<file path="src/rtl/sdcmd_pkg.sv">
package sdcmd_pkg;

  typedef enum logic [3:0] {
    C_DESEL  = 4'd0,
    C_NOP    = 4'd1,
    C_ACT    = 4'd2,
    C_RD     = 4'd3,
    C_RDA    = 4'd4,
    C_WR     = 4'd5,
    C_WRA    = 4'd6,
    C_PRE    = 4'd7,
    C_PREA   = 4'd8,
    C_REF    = 4'd9,
    C_MRS    = 4'd10,
    C_EMRS   = 4'd11,
    C_MRSX   = 4'd12,
    C_STOP   = 4'd13
  } cmd_e;

  typedef enum logic [2:0] {
    B_IDLE    = 3'd0,
    B_OPENING = 3'd1,
    B_OPEN    = 3'd2,
    B_READ    = 3'd3,
    B_WRITE   = 3'd4,
    B_WRREC   = 3'd5,
    B_CLOSING = 3'd6,
    B_REFRESH = 3'd7
  } bank_st_e;

endpackage

</file>
<file path="src/rtl/sdcmd_decode.sv">
module sdcmd_decode
  import sdcmd_pkg::*;
#(
  parameter int BAW = 2
) (
  input  logic           cs_n,
  input  logic           ras_n,
  input  logic           cas_n,
  input  logic           we_n,
  input  logic [BAW-1:0] ba,
  input  logic           a10,
  output cmd_e           cmd
);

  always_comb begin
    cmd = C_DESEL;
    if (!cs_n) begin
      case ({ras_n, cas_n, we_n})
        3'b011: cmd = C_ACT;
        3'b101: cmd = a10 ? C_RDA : C_RD;
        3'b100: cmd = a10 ? C_WRA : C_WR;
        3'b010: cmd = a10 ? C_PREA : C_PRE;
        3'b001: cmd = C_REF;
        3'b000: begin
          if (ba == BAW'(0))      cmd = C_MRS;
          else if (ba == BAW'(1)) cmd = C_EMRS;
          else                    cmd = C_MRSX;
        end
        3'b110: cmd = C_STOP;
        default: cmd = C_NOP;
      endcase
    end
  end

endmodule

</file>
<file path="src/rtl/sdcmd_legal.sv">
module sdcmd_legal
  import sdcmd_pkg::*;
#(
  parameter int NB  = 4,
  parameter int BAW = 2
) (
  input  cmd_e           cmd,
  input  logic [BAW-1:0] ba,
  input  bank_st_e       st_i [NB],
  input  logic [NB-1:0]  ap_i,
  output logic           legal
);

  function automatic logic can_close(bank_st_e s, logic ap);
    return (s == B_IDLE) || (s == B_CLOSING) || (s == B_OPEN) ||
           (((s == B_READ) || (s == B_WRITE)) && !ap);
  endfunction

  logic     all_idle, all_close;
  bank_st_e s;
  logic     a;

  always_comb begin
    all_idle  = 1'b1;
    all_close = 1'b1;
    for (int b = 0; b < NB; b++) begin
      all_idle  = all_idle  & (st_i[b] == B_IDLE);
      all_close = all_close & can_close(st_i[b], ap_i[b]);
    end
    s = st_i[ba];
    a = ap_i[ba];
    case (cmd)
      C_ACT:          legal = (s == B_IDLE);
      C_RD, C_RDA:    legal = (s == B_OPEN) || (((s == B_READ) || (s == B_WRITE)) && !a);
      C_WR, C_WRA:    legal = (s == B_OPEN) || ((s == B_WRITE) && !a);
      C_PRE:          legal = can_close(s, a);
      C_PREA:         legal = all_close;
      C_REF, C_MRS,
      C_EMRS:         legal = all_idle;
      C_MRSX:         legal = 1'b0;
      C_STOP:         legal = (s == B_READ) && !a;
      default:        legal = 1'b1;
    endcase
  end

endmodule

</file>
<file path="src/rtl/sdcmd_bank.sv">
module sdcmd_bank
  import sdcmd_pkg::*;
#(
  parameter int T_RCD   = 3,
  parameter int T_RP    = 3,
  parameter int T_RFC   = 10,
  parameter int T_WR    = 2,
  parameter int T_BURST = 2
) (
  input  logic     clk,
  input  logic     rst,
  input  logic     go,
  input  cmd_e     cmd,
  output bank_st_e st_o,
  output logic     ap_o
);

  localparam int TM1 = (T_RCD > T_RP) ? T_RCD : T_RP;
  localparam int TM2 = (T_RFC > T_WR) ? T_RFC : T_WR;
  localparam int TM3 = (TM1 > TM2) ? TM1 : TM2;
  localparam int TMAX = (TM3 > T_BURST) ? TM3 : T_BURST;
  localparam int CW = $clog2(TMAX + 1);

  bank_st_e         st_q, t_st;
  logic [CW-1:0]    cnt_q, t_cnt;
  logic             ap_q, t_ap;

  // timer advance when no command acts on this bank
  always_comb begin
    t_st  = st_q;
    t_cnt = cnt_q;
    t_ap  = ap_q;
    if (cnt_q > CW'(1)) begin
      t_cnt = cnt_q - CW'(1);
    end else if (cnt_q == CW'(1)) begin
      t_cnt = '0;
      case (st_q)
        B_OPENING: t_st = B_OPEN;
        B_READ, B_WRREC: begin
          if (ap_q) begin
            t_st  = B_CLOSING;
            t_cnt = CW'(T_RP);
          end else begin
            t_st = B_OPEN;
          end
        end
        B_WRITE: begin
          t_st  = B_WRREC;
          t_cnt = CW'(T_WR);
        end
        default: begin
          t_st = B_IDLE;
          t_ap = 1'b0;
        end
      endcase
    end
  end

  always_ff @(posedge clk) begin
    if (rst) begin
      st_q  <= B_IDLE;
      cnt_q <= '0;
      ap_q  <= 1'b0;
    end else if (go) begin
      case (cmd)
        C_ACT: begin
          st_q  <= B_OPENING;
          cnt_q <= CW'(T_RCD);
        end
        C_RD, C_RDA: begin
          st_q  <= B_READ;
          cnt_q <= CW'(T_BURST);
          ap_q  <= (cmd == C_RDA);
        end
        C_WR, C_WRA: begin
          st_q  <= B_WRITE;
          cnt_q <= CW'(T_BURST);
          ap_q  <= (cmd == C_WRA);
        end
        C_PRE, C_PREA: begin
          if (st_q inside {B_OPEN, B_READ, B_WRITE}) begin
            st_q  <= B_CLOSING;
            cnt_q <= CW'(T_RP);
            ap_q  <= 1'b0;
          end else begin
            st_q  <= t_st;
            cnt_q <= t_cnt;
            ap_q  <= t_ap;
          end
        end
        C_REF: begin
          st_q  <= B_REFRESH;
          cnt_q <= CW'(T_RFC);
        end
        C_STOP: begin
          st_q  <= B_OPEN;
          cnt_q <= '0;
        end
        default: begin
          st_q  <= t_st;
          cnt_q <= t_cnt;
          ap_q  <= t_ap;
        end
      endcase
    end else begin
      st_q  <= t_st;
      cnt_q <= t_cnt;
      ap_q  <= t_ap;
    end
  end

  assign st_o = st_q;
  assign ap_o = ap_q;


  opening_exit_chk: assert property (@(posedge clk) disable iff (rst)
    (st_q == B_OPENING) |=> (st_q inside {B_OPENING, B_OPEN}));


  idle_exit_chk: assert property (@(posedge clk) disable iff (rst)
    (st_q == B_IDLE) |=> (st_q inside {B_IDLE, B_OPENING, B_REFRESH}));


  wr_ap_lock_chk: assert property (@(posedge clk) disable iff (rst)
    (st_q == B_WRITE && ap_q) |=> (st_q inside {B_WRITE, B_WRREC}));


  refresh_exit_chk: assert property (@(posedge clk) disable iff (rst)
    (st_q == B_REFRESH) |=> (st_q inside {B_REFRESH, B_IDLE}));

endmodule

</file>
<file path="src/rtl/sdram_cmd_tracker.sv">
module sdram_cmd_tracker
  import sdcmd_pkg::*;
#(
  parameter int NB      = 4,
  parameter int T_RCD   = 3,
  parameter int T_RP    = 3,
  parameter int T_RFC   = 10,
  parameter int T_WR    = 2,
  parameter int T_BURST = 2
) (
  input  logic                  clk,
  input  logic                  rst,
  input  logic                  cke,
  input  logic                  cs_n,
  input  logic                  ras_n,
  input  logic                  cas_n,
  input  logic                  we_n,
  input  logic [$clog2(NB)-1:0] ba,
  input  logic                  a10,
  output logic [3:0]            cmd_o,
  output logic                  illegal_o,
  output logic                  pd_o,
  output logic [3*NB-1:0]       bank_st_o
);

  localparam int BAW = $clog2(NB);

  cmd_e          cmd;
  logic          legal;
  bank_st_e      st [NB];
  logic [NB-1:0] ap;
  logic [NB-1:0] go;

  sdcmd_decode #(.BAW(BAW)) u_dec (
    .cs_n(cs_n), .ras_n(ras_n), .cas_n(cas_n), .we_n(we_n),
    .ba(ba), .a10(a10), .cmd(cmd)
  );

  sdcmd_legal #(.NB(NB), .BAW(BAW)) u_legal (
    .cmd(cmd), .ba(ba), .st_i(st), .ap_i(ap), .legal(legal)
  );

  for (genvar b = 0; b < NB; b++) begin : g_bank
    logic hit;
    always_comb begin
      hit = (cmd inside {C_PREA, C_REF}) ||
            ((cmd inside {C_ACT, C_RD, C_RDA, C_WR, C_WRA, C_PRE, C_STOP}) &&
             (ba == BAW'(b)));
      go[b] = cke && legal && hit;
    end

    sdcmd_bank #(
      .T_RCD(T_RCD), .T_RP(T_RP), .T_RFC(T_RFC), .T_WR(T_WR), .T_BURST(T_BURST)
    ) u_bank (
      .clk(clk), .rst(rst), .go(go[b]), .cmd(cmd), .st_o(st[b]), .ap_o(ap[b])
    );

    assign bank_st_o[3*b +: 3] = 3'(st[b]);
  end

  always_ff @(posedge clk) begin
    if (rst) begin
      cmd_o     <= 4'(C_NOP);
      illegal_o <= 1'b0;
      pd_o      <= 1'b0;
    end else begin
      cmd_o     <= cke ? 4'(cmd) : 4'(C_DESEL);
      illegal_o <= cke && !legal;
      pd_o      <= !cke;
    end
  end


  refresh_all_chk: assert property (@(posedge clk) disable iff (rst)
    (st[0] == B_REFRESH) |-> (st[NB-1] == B_REFRESH));


  pd_quiet_chk: assert property (@(posedge clk) disable iff (rst)
    pd_o |-> (!illegal_o && cmd_o == 4'(C_DESEL)));

endmodule

</file>
<file path="config.mk">
export PLATFORM = sky130hd
export DESIGN_NAME = sdram_cmd_tracker
export DESIGN_NICKNAME = d
export VERILOG_FILES = /design/src/rtl/sdcmd_pkg.sv /design/src/rtl/sdcmd_decode.sv /design/src/rtl/sdcmd_legal.sv /design/src/rtl/sdcmd_bank.sv /design/src/rtl/sdram_cmd_tracker.sv
export SDC_FILE = /design/constraint.sdc
export NUM_CORES = 1
export LEC_CHECK = 0
export BUFFER_PORTS_ARGS = -buffer_cell sky130_fd_sc_hd__buf_2
export CAP_MARGIN = 15
export CELL_PAD_IN_SITES_DETAIL_PLACEMENT = 1
export CELL_PAD_IN_SITES_GLOBAL_PLACEMENT = 2
export CORE_ASPECT_RATIO = 1.5
export CORE_MARGIN = 5
export CORE_UTILIZATION = 38
export CTS_CLUSTER_DIAMETER = 80
export DETAILED_ROUTE_END_ITERATION = 10
export PLACE_DENSITY_LB_ADDON = 0.3
export SLEW_MARGIN = 20
export SYNTH_ARGS = -nofsm -noshare
export SYNTH_HDL_FRONTEND = slang
export SYNTH_SLANG_ARGS = --single-unit
</file>
<file path="constraint.sdc">
create_clock -name clk -period 3.9 [get_ports clk]
set_input_delay 0.585 -clock clk [delete_from_list [all_inputs] [get_ports clk]]
set_output_delay 0.585 -clock clk [all_outputs]
set_load 0.01 [all_outputs]
</file>
==> reports/results.ini, run 1 <==
[setup_path]
cp-end-kind = flop
max_stage_delay_ns = 0.77
crit_family = simple AND/OR/NAND/NOR gates
crit_end = g_bank[2].u_bank.st_o[1]$_SDFF_PP0_
cp_slowest_cell = or2_1
crit_required_ns = 4.09
cp-start-kind = primary input
r2r_setup_slack_ns = 0.84
r2r-start = g_bank[1].u_bank.st_o[2]$_SDFF_PP0_
cp.arrival_ns = 3.48
reg2reg_to = g_bank[2].u_bank.st_o[1]$_SDFF_PP0_
crit_fanout = 26
path_cells = buf_2 -> or4b_1 -> nor3_1 -> a22oi_1 -> o311ai_1 -> or2_1 -> o211ai_1 -> a221oi_1
path_class = primary input to flop
path_depth = 8
crit_path_start = ras_n
rr_worst_depth = 7
path_buf_inv = 1

[cells_and_area]
diodes = 0
nFillCells = 1104
fin_util_pct = 42.4
drive_above_1_share_pct = 13.9
nNetsFinal = 456
area.growth.synth_to_final_pct = 9.73
final_cell_count_no_fill = 546
fin_area_mm2 = 0.00357

[timing]
fin_setup_tns_ns = 0
whs_ns = 0.563
setup_viol = 0
slew_headroom_pct = 38.2
fin_crit_ns = 3.29
rsz0062_at_grt = no
finalClockSkew_ns = 0.00345
fmax_ghz = 0.304
finalCritPeriodShare_pct = 84.4
hold_viol = 0
tightest_slew_ns = 0.928
fin_ws_ns = 0.609
slew_violations = 0

[route]
drtPass1Iterations = 4
drtAntennaViolNets = 0
via_count = 3422
via_per_inst = 6.27
drc = 0
avgRoutedWirePerCell_um = 21.1
drt-initial-drc-count = 190
routed_wl_um = 11500

[logic_synthesis]
synth-edff-count = 0
yosysTopAreaCell = dfxtp_1
yosysSeqAreaShare_pct = 23.4
synth_cell_types = 64
syn_inst = 430
synth_mux_area_share_pct = 7.15
synthXorXnorAreaFrac_pct = 0.808
syn_nets = 448
syn_area_mm2 = 0.00325
synth_compound_area_share_pct = 32.2
synthSimpleGateAreaFrac_pct = 26.5
yosys-top-cells-area = dfxtp_1, nand2_1, a21oi_1
synth_area_per_cell_um2 = 7.57
synth_top_family_by_area = compound AO/OA/AOI/OAI gates
synth_top_area_share_pct = 23.4
yosys_warnings = 0
synthArstFlopShare_pct = 0
ys_ff_latch = 38
synth-adder-area-share_pct = 3.08
synth_ff_type = dfxtp_1

[run_status]
outcome = complete, no violations

[global_routing]
grt_max_degree = 34
grt_use_total_pct = 22.8
antenna_found_initial = 0
grt_pass1_vias = 3511
grt_first_pass_wirelength_um = 18800
gr-total-overflow = 0

[clock_tree]
cts-buffers-inserted = 5
cts.sinks = 38
cts_resized = 0
cts_tree = done
cts-root-buf = clkbuf_16
htree_num_levels = 2
path_clk_slew_ns = 0.06
clock_latency_ns = 0.28
ctsLongestPathBuffers = 2
ctsHoldBuffers = 0
post_cts_buffers = 0

[placed_design]
dp_slack_ns = 0.355
io_buffers = 27
post-place-cells = 538
dpl.hpwl_um = 8700
post_dp_cell_area_mm2 = 0.00342
gp_congestion = 0.863

[pwr]
pwr-share-seq_pct = 31.0
p_sw_mw = 0.663
clkPwrFrac_pct = 25.7
swShare_pct = 39.8
combPwrFrac_pct = 43.3
p_leak_nw = 1.38
total_power_mw = 1.67
pwr_density_cell_mw_per_mm2 = 467
ir_drop_mv = 0.263
p_int_mw = 1.00

[floorplan]
die_w_um = 85.5
rows = 41
dieHeight_um = 123
core-area_mm2 = 0.00841
die_area_mm2 = 0.0105
pin_count = 28
initial_core_util_pct = 38.7

[flow_run]
drv_cap = 0

[hold_path]
worstHoldPathCells = 2
hold_class = flop to flop

cells in the mapped netlist (4+ instances only):
master,number
nor3_1,20
o31a_1,4
ha_1,8
o22ai_1,4
clkbuf_1,20
o21ai_0,24
o2111ai_1,4
nor2_1,34
nor2b_1,13
nand2_1,40
nand3_1,9
a221oi_1,7
a221oi_2,7
nand4_1,4
nand2b_1,13
o31ai_1,5
mux2i_1,9
and2_1,9
o211ai_1,6
buf_2,5
a211oi_1,8
dfxtp_1,38
a22oi_1,6
nor4_1,6
a31oi_1,11
buf_1,4
a21oi_1,29
o21a_1,4
inv_1,20
flip-flops by register name (all words and copies together), names as in the netlist:
signal and cells:
g_bank.u_bank.cnt_q 16, g_bank.u_bank.st_o 12, cmd_o 4, g_bank.u_bank.ap_o 4, illegal_o 1, pd_o 1
placed cells by master, fill, tap and decap left out, types with 5 or more instances in the layout:
cell type / Yosys / routed
buf_4: 0 / 6
nor3_1: 20 / 20
a221oi_1: 7 / 7
nor4_1: 6 / 6
a22oi_1: 6 / 6
o211ai_1: 6 / 6
nand2_1: 40 / 40
nor2_1: 34 / 34
a21oi_1: 29 / 29
clkbuf_16: 0 / 5
inv_1: 20 / 20
a31oi_1: 11 / 11
mux2i_1: 9 / 9
a211oi_1: 8 / 8
and2_1: 9 / 9
nor2b_1: 13 / 13
buf_2: 5 / 27
nand2b_1: 13 / 13
nand3_1: 9 / 9
dfxtp_1: 38 / 38
a221oi_2: 7 / 7
o21ai_0: 24 / 24
ha_1: 8 / 8
o31ai_1: 5 / 5
layer usage:
metal  up-vias  part of all wire, %  track usage [%]
met5         -                    0                0
met4         0                  4.1             10.1
met3        28                  3.8             3.00
met2        75                   51             40.7
met1      1684                   41             26.8
li1       1635                    -                -
worst min path at each step:
| stage | start | end | slack [ns] |
|---|---|---|---|
| floorplan | g_bank[2].u_bank.ap_o$_SDFFE_PP0P_ | g_bank[2].u_bank.ap_o$_SDFFE_PP0P_ | 0.48 |
| global placement | g_bank[0].u_bank.cnt_q[2]$_SDFF_PP0_ | g_bank[0].u_bank.cnt_q[2]$_SDFF_PP0_ | 0.54 |
| detailed placement | g_bank[2].u_bank.ap_o$_SDFFE_PP0P_ | g_bank[2].u_bank.ap_o$_SDFFE_PP0P_ | 0.55 |
| CTS | g_bank[2].u_bank.ap_o$_SDFFE_PP0P_ | g_bank[2].u_bank.ap_o$_SDFFE_PP0P_ | 0.57 |
| global route | g_bank[2].u_bank.ap_o$_SDFFE_PP0P_ | g_bank[2].u_bank.ap_o$_SDFFE_PP0P_ | 0.58 |
| finish | g_bank[0].u_bank.cnt_q[2]$_SDFF_PP0_ | g_bank[0].u_bank.cnt_q[2]$_SDFF_PP0_ | 0.56 |
tightest hold or removal path, cell delays in order, from the launching register on:
cell and delay (ns):
dfxtp_1 0.33, mux2i_1 0.13, nor3_1 0.05
area by class of cell:
cell class,instances,area (um^2),area share (%)
sequential,38,761,21.3
timing repair buffer,33,180,5.05
inverter,20,75.1,2.10
clock buffer,6,139,3.89
tap,107,134,3.75
multi-input combinational,340,2270,63.5
clock inverter,2,12.5,0.351
power by group through the flow:
| stage | Clock, mW | Combinational (mW) | Sequential (mW) |
|---|---|---|---|
| after floorplan | 0 | 0.566 | 0.500 |
| after global routing | 0.447 | 0.819 | 0.527 |
| final | 0.429 | 0.723 | 0.517 |
| after CTS | 0.434 | 0.726 | 0.517 |
| after global placement | 0 | 0.704 | 0.523 |
| after detailed placement | 0 | 0.722 | 0.525 |
cells by family after synthesis:
group	Yosys count
adder cells (fa/ha/maj)	8
multiplexers	16
AO/OA/AOI/OAI	146
flip-flops	38
buffers and inverters	52
XOR/XNOR	3
AND/OR/NAND/NOR	167
No activity file was read; power rests on OpenSTA's default activity.
==> run 2, diff against run 1 <==
ABC_AREA = 1   (was unset)
CORE_UTILIZATION = 31   (was 38)
clock period = 3.2 ns   (was 3.9 ns; I/O delays follow)
==> reports/results.ini, run 2 <==
[run_status]
outcome = complete, no violations

[clock_tree]
ctsLongestPathBuffers = 2
ctsHoldBuffers = 0
clock_latency_ns = 0.29
cts-root-buf = clkbuf_16
cts.sinks = 38
post_cts_buffers = 0
cts_resized = 0
htree_num_levels = 2
cts-buffers-inserted = 5
path_clk_slew_ns = 0.06
cts_tree = done

[setup_path]
r2r_setup_slack_ns = 0.74
r2r-start = g_bank[0].u_bank.st_o[0]$_SDFF_PP0_
cp-start-kind = primary input
path_cells = buf_2 -> inv_1 -> nand2_1 -> nand2_1 -> nand2_1 -> nand2_1 -> nand2_1 -> nor2_1 -> nand4_1 -> nand3_1 -> nor2_1 -> nand2_4 -> nand3_2 -> inv_1 -> nand2_1 -> nand2_1 -> inv_1
reg2reg_to = g_bank[1].u_bank.cnt_q[2]$_SDFF_PP0_
path_common_cell = nand2_1
cp-end-kind = flop
path_class = primary input to flop
crit_required_ns = 3.39
cp_slowest_cell = inv_1
rr_worst_depth = 15
crit_fanout = 14
max_stage_delay_ns = 0.24
cp.arrival_ns = 2.66

[logic_synthesis]
ys_ff_latch = 38
synth_common_cells = nand2_1, inv_1, nor2_1
yosys-top-cells-area = dfxtp_1, nand2_1, a21oi_1
synth_mux_area_share_pct = 0
synth_compound_area_share_pct = 16.9
synthXorXnorAreaFrac_pct = 1.07
yosysTopAreaCell = dfxtp_1
synth.most_common_cell = nand2_1
synth-adder-area-share_pct = 3.07
synthSimpleGateAreaFrac_pct = 44.2
synth_top_area_share_pct = 23.3
synth_ff_type = dfxtp_1
synth_top_family_by_area = simple AND/OR/NAND/NOR gates
synth_cell_types = 33
yosysSeqAreaShare_pct = 23.3
syn_area_mm2 = 0.00327
synth-edff-count = 0
synthArstFlopShare_pct = 0
syn_nets = 600
synth_area_per_cell_um2 = 5.61
syn_inst = 582
yosys_warnings = 0

[timing]
slew_headroom_pct = 61.7
rsz0062_at_grt = no
slew_violations = 0
fin_ws_ns = 0.731
setup_viol = 0
hold_viol = 0
tightest_slew_ns = 0.573
whs_ns = 0.518
fmax_ghz = 0.405
finalCritPeriodShare_pct = 77.2
fin_setup_tns_ns = 0
finalClockSkew_ns = 0.00309
fin_crit_ns = 2.47

[global_routing]
grt_first_pass_wirelength_um = 18600
grt_pass1_vias = 3808
antenna_found_initial = 0
grt_max_degree = 29
grt_use_total_pct = 18.8
gr-total-overflow = 0

[route]
drtPass1Iterations = 4
drt-initial-drc-count = 166
avgRoutedWirePerCell_um = 15.2
drc = 0
routed_wl_um = 11400
via_per_inst = 4.93
drtAntennaViolNets = 0
via_count = 3714

[placed_design]
gp_congestion = 0.864
post_dp_cell_area_mm2 = 0.00353
dp_slack_ns = 0.460
dpl.hpwl_um = 9250
io_buffers = 27
post-place-cells = 745

[pwr]
p_leak_nw = 1.95
p_sw_mw = 1.17
combPwrFrac_pct = 52.8
pwr-share-seq_pct = 26.7
ir_drop_mv = 0.220
clkPwrFrac_pct = 20.5
swShare_pct = 46.3
pwr_density_cell_mw_per_mm2 = 687
total_power_mw = 2.53
p_int_mw = 1.36

[cells_and_area]
top_register = g_bank.u_bank.cnt_q
drive_above_1_share_pct = 10.8
area.growth.synth_to_final_pct = 12.7
largest_register_ffs = 16
diodes = 0
final_cell_count_no_fill = 753
fin_area_mm2 = 0.00368
fin_util_pct = 35.1
nNetsFinal = 626
final_cell_mix = nand2_1, inv_1, nor2_1, a21oi_1, dfxtp_1
layout_commonest_cell = nand2_1

[floorplan]
rows = 46
pin_count = 28
initial_core_util_pct = 31.2
die_w_um = 93.8
dieHeight_um = 136
die_area_mm2 = 0.0127
core-area_mm2 = 0.0105

[hold_path]
worstHoldStart = cs_n
min_to = cmd_o[0]$_SDFF_PP1_
worstHoldPathCells = 4
hold_class = primary input to flop

[flow_run]
drv_cap = 0

==> run 2: changes by cell type after synthesis, sizes merged, moves of 13 or more <==
cell | previous run | this run
a21oi | 29 | 56
a221oi | 14 | 0
clkbuf | 20 | 2
inv | 20 | 78
nand2 | 40 | 198
nand2b | 13 | 0
nand3 | 9 | 33
nor2 | 34 | 74
nor2b | 13 | 0
o21ai | 24 | 42
==> run 2: routing by layer <==
layer	up-vias	share of wire (%)	GRT usage [%]
met4	0	2.3	6.27
met2	39	56	37.0
met3	14	2.1	2.50
li1	1904	-	-
met1	1757	40	19.9
met5	-	0	0
==> run 2: area by class of cell <==
class | instances | area [um^2]
clock buffers | 7 | 143
fillers | 1496 | 6790
clock inverters | 1 | 5.00
multi-input cells | 454 | 2130
flip-flops and latches | 38 | 761
inverters | 78 | 295
repair buffers | 31 | 165
well taps | 144 | 180
==> run 2: how the worst max path moves through the flow <==
stage | start | endpoint | slack [ns] | depth (start not counted)
detailed placement | we_n | g_bank[1].u_bank.cnt_q[2]$_SDFF_PP0_ | 0.46 | 17
global placement | ba[0] | g_bank[1].u_bank.cnt_q[2]$_SDFF_PP0_ | 0.49 | 18
global route | we_n | g_bank[1].u_bank.cnt_q[2]$_SDFF_PP0_ | 0.49 | 17
floorplan | ras_n | g_bank[1].u_bank.st_o[0]$_SDFF_PP0_ | 1.05 | 18
CTS | we_n | g_bank[1].u_bank.cnt_q[2]$_SDFF_PP0_ | 0.76 | 17
finish | ba[0] | g_bank[1].u_bank.cnt_q[2]$_SDFF_PP0_ | 0.73 | 17
==> run 2: cell families after synthesis <==
family / count (synthesis)
DFF: 38
adders and majority gates: 8
and+or+nand+nor: 337
AOI/OAI and AO/OA: 105
xor gates and xnor gates: 4
buffers and inverters: 90
==> run 2: critical path: cells and delay by family <==
kind	cells	cell delay, ns
buf+inv	4	0.69
simple gates	13	1.50
==> run 2: power groups by stage <==
stage | Clock [mW] | Sequential, mW | Combinational (mW)
CTS | 0.533 | 0.676 | 1.35
finish | 0.518 | 0.675 | 1.34
global placement | 0 | 0.684 | 1.30
detailed placement | 0 | 0.687 | 1.34
floorplan | 0 | 0.670 | 1.01
global route | 0.548 | 0.689 | 1.55
==> run 3, diff against run 2 <==
CORE_UTILIZATION = 28   (was 31)
clock period = 2 ns   (was 3.2 ns; I/O delays follow)
==> reports/results.ini, run 3 (synthesized netlist as in run 2, its figures left out) <==
[placed_design]
gp_congestion = 0.826
post-place-cells = 833
io_buffers = 27
dpl.hpwl_um = 10200

[timing]
fin_ws_ns = -0.0455
slew_headroom_pct = 63.3
fmax_ghz = 0.489
finalClockSkew_ns = 0.00449
fin_crit_ns = 2.05
setup_viol = 6
hold_viol = 0
whs_ns = 0.346
tightest_slew_ns = 0.549
finalCritPeriodShare_pct = 102
rsz0062_at_grt = yes
slew_violations = 0

[setup_path]
path_common_cell = nand2_1
path_cells = nor2_4 -> nand2_1 -> nor2_2 -> nand2_1 -> nor2_1 -> nand2_1 -> inv_1 -> a21oi_2 -> nand3_2 -> nor2_4 -> nand2_4 -> clkbuf_4 -> nand3_2 -> nand2_1 -> nand2_1 -> nor2_1
crit_path_start = g_bank[2].u_bank.st_o[1]$_SDFF_PP0_
r2r-start = g_bank[2].u_bank.st_o[1]$_SDFF_PP0_
cp-end-kind = flop
max_stage_delay_ns = 0.38
path_class = flop to flop
cp.arrival_ns = 2.27
crit_required_ns = 2.22
path_buf_inv = 2
crit_fanout = 5
cp_slowest_cell = dfxtp_4
crit_family = simple AND/OR/NAND/NOR gates
cp-start-kind = flop

[route]
avgRoutedWirePerCell_um = 16.4
drtAntennaViolNets = 0
via_count = 4294
drtPass1Iterations = 4
drc = 0
routed_wl_um = 14200
via_per_inst = 4.96
drt-initial-drc-count = 130

[floorplan]
core-area_mm2 = 0.0115
die_w_um = 98.2
dieHeight_um = 142
initial_core_util_pct = 28.5
pin_count = 28
rows = 48
die_area_mm2 = 0.0140

[clock_tree]
cts-root-buf = clkbuf_16
cts.sinks = 38
ctsLongestPathBuffers = 2
path_clk_slew_ns = 0.06
cts-buffers-inserted = 5
htree_num_levels = 2
ctsHoldBuffers = 0
clock_latency_ns = 0.29
cts_tree = done

[global_routing]
grt_use_total_pct = 18.3
antenna_found_initial = 0
gr-total-overflow = 0
grt_max_degree = 29
grt_pass1_vias = 4360
grt_first_pass_wirelength_um = 20700

[pwr]
ir_drop_mv = 0.430
pwr-share-seq_pct = 22.4
swShare_pct = 44.9
total_power_mw = 4.89
pwr_density_cell_mw_per_mm2 = 938
p_sw_mw = 2.20
p_leak_nw = 2.62
clkPwrFrac_pct = 19.7
p_int_mw = 2.70
combPwrFrac_pct = 57.9

[hold_path]
hold_class = primary input to flop
worstHoldStart = rst

[flow_run]
drv_cap = 0

[cells_and_area]
diodes = 0
top_register = g_bank.u_bank.cnt_q
layout_commonest_cell = nand2_1
final_cell_mix = nand2_1, buf_4, inv_1, nor2_1, a21oi_1
largest_register_ffs = 16
drive_above_1_share_pct = 42.7
nFillCells = 1509
nNetsFinal = 734
area.growth.synth_to_final_pct = 59.8
final_cell_count_no_fill = 866

[run_status]
outcome = finished, violations left
violations = negative setup slack

[run 3: cell types whose count changed in the layout (fill, tap and decap cells not counted), sizes merged]
cell / previous run / this run
buf: 31 / 133
clkbuf: 7 / 9
nand3: 33 / 35
bufinv: 0 / 1
[run 3: power groups by stage]
stage	Combinational, mW	Sequential (mW)	Clock [mW]
after global routing	3.20	1.12	1.00
after global placement	2.35	1.08	0
after detailed placement	2.45	1.08	0
after CTS	2.51	1.07	0.974
final	2.83	1.10	0.963
after floorplan	1.62	1.07	0
[run 3: final cells by class]
class / count / area, um^2 / area share (%)
flip-flops and latches: 38 / 791 / 15.2
inverters: 78 / 325 / 6.24
repair inverters: 1 / 5.00 / 0.0959
repair buffers: 136 / 1030 / 19.7
well taps: 150 / 188 / 3.60
clock inverters: 1 / 30.0 / 0.576
clock buffers: 6 / 139 / 2.66
multi-input cells: 456 / 2710 / 52.0
[run 3: metrics by stage]
| step | worst slack, ns | utilization [%] | instance area (um^2) | setup TNS [ns] |
|---|---|---|---|---|
| floorplan | 0.0310 | - | 3270 | 0 |
| finish | -0.0455 | 45.5 | 5220 | -0.122 |
| global route | -0.132 | 45.5 | 5220 | -2.04 |
| CTS | 0.0000180 | 38.7 | 4440 | 0 |
| detailed placement | -0.414 | 36.2 | 4160 | -9.76 |
| global placement | -0.351 | 36.2 | 4160 | -8.70 |
[run 3: timing repair]
action                                  in CTS  in global routing
endpoints found under the setup margin      33                 32
buffers inserted                             1                 22
pin swaps                                    6                 58
hold endpoints to repair                     0                  0
resized for setup                           37                179
gates cloned                                 1                  2
[run 3: final timing paths]
path                            cells after the start  slack (ns)                                   to
worst max-delay path                               16       -0.05   g_bank[0].u_bank.ap_o$_SDFFE_PP0P_
worst min-delay path                                2        0.35  g_bank[3].u_bank.st_o[0]$_SDFF_PP0_
worst min register to register                      4        0.59   g_bank[3].u_bank.ap_o$_SDFFE_PP0P_
worst max register to register                     16       -0.05   g_bank[0].u_bank.ap_o$_SDFFE_PP0P_
[run 3: metal layers]
| layer | track usage, % | up-vias | part of all wire (%) |
|---|---|---|---|
| met5 | 0 | - | 0 |
| met4 | 7.27 | 0 | 4.3 |
| met3 | 2.06 | 39 | 2.2 |
| met2 | 37.8 | 66 | 58 |
| li1 | - | 2130 | - |
| met1 | 18.3 | 2059 | 36 |
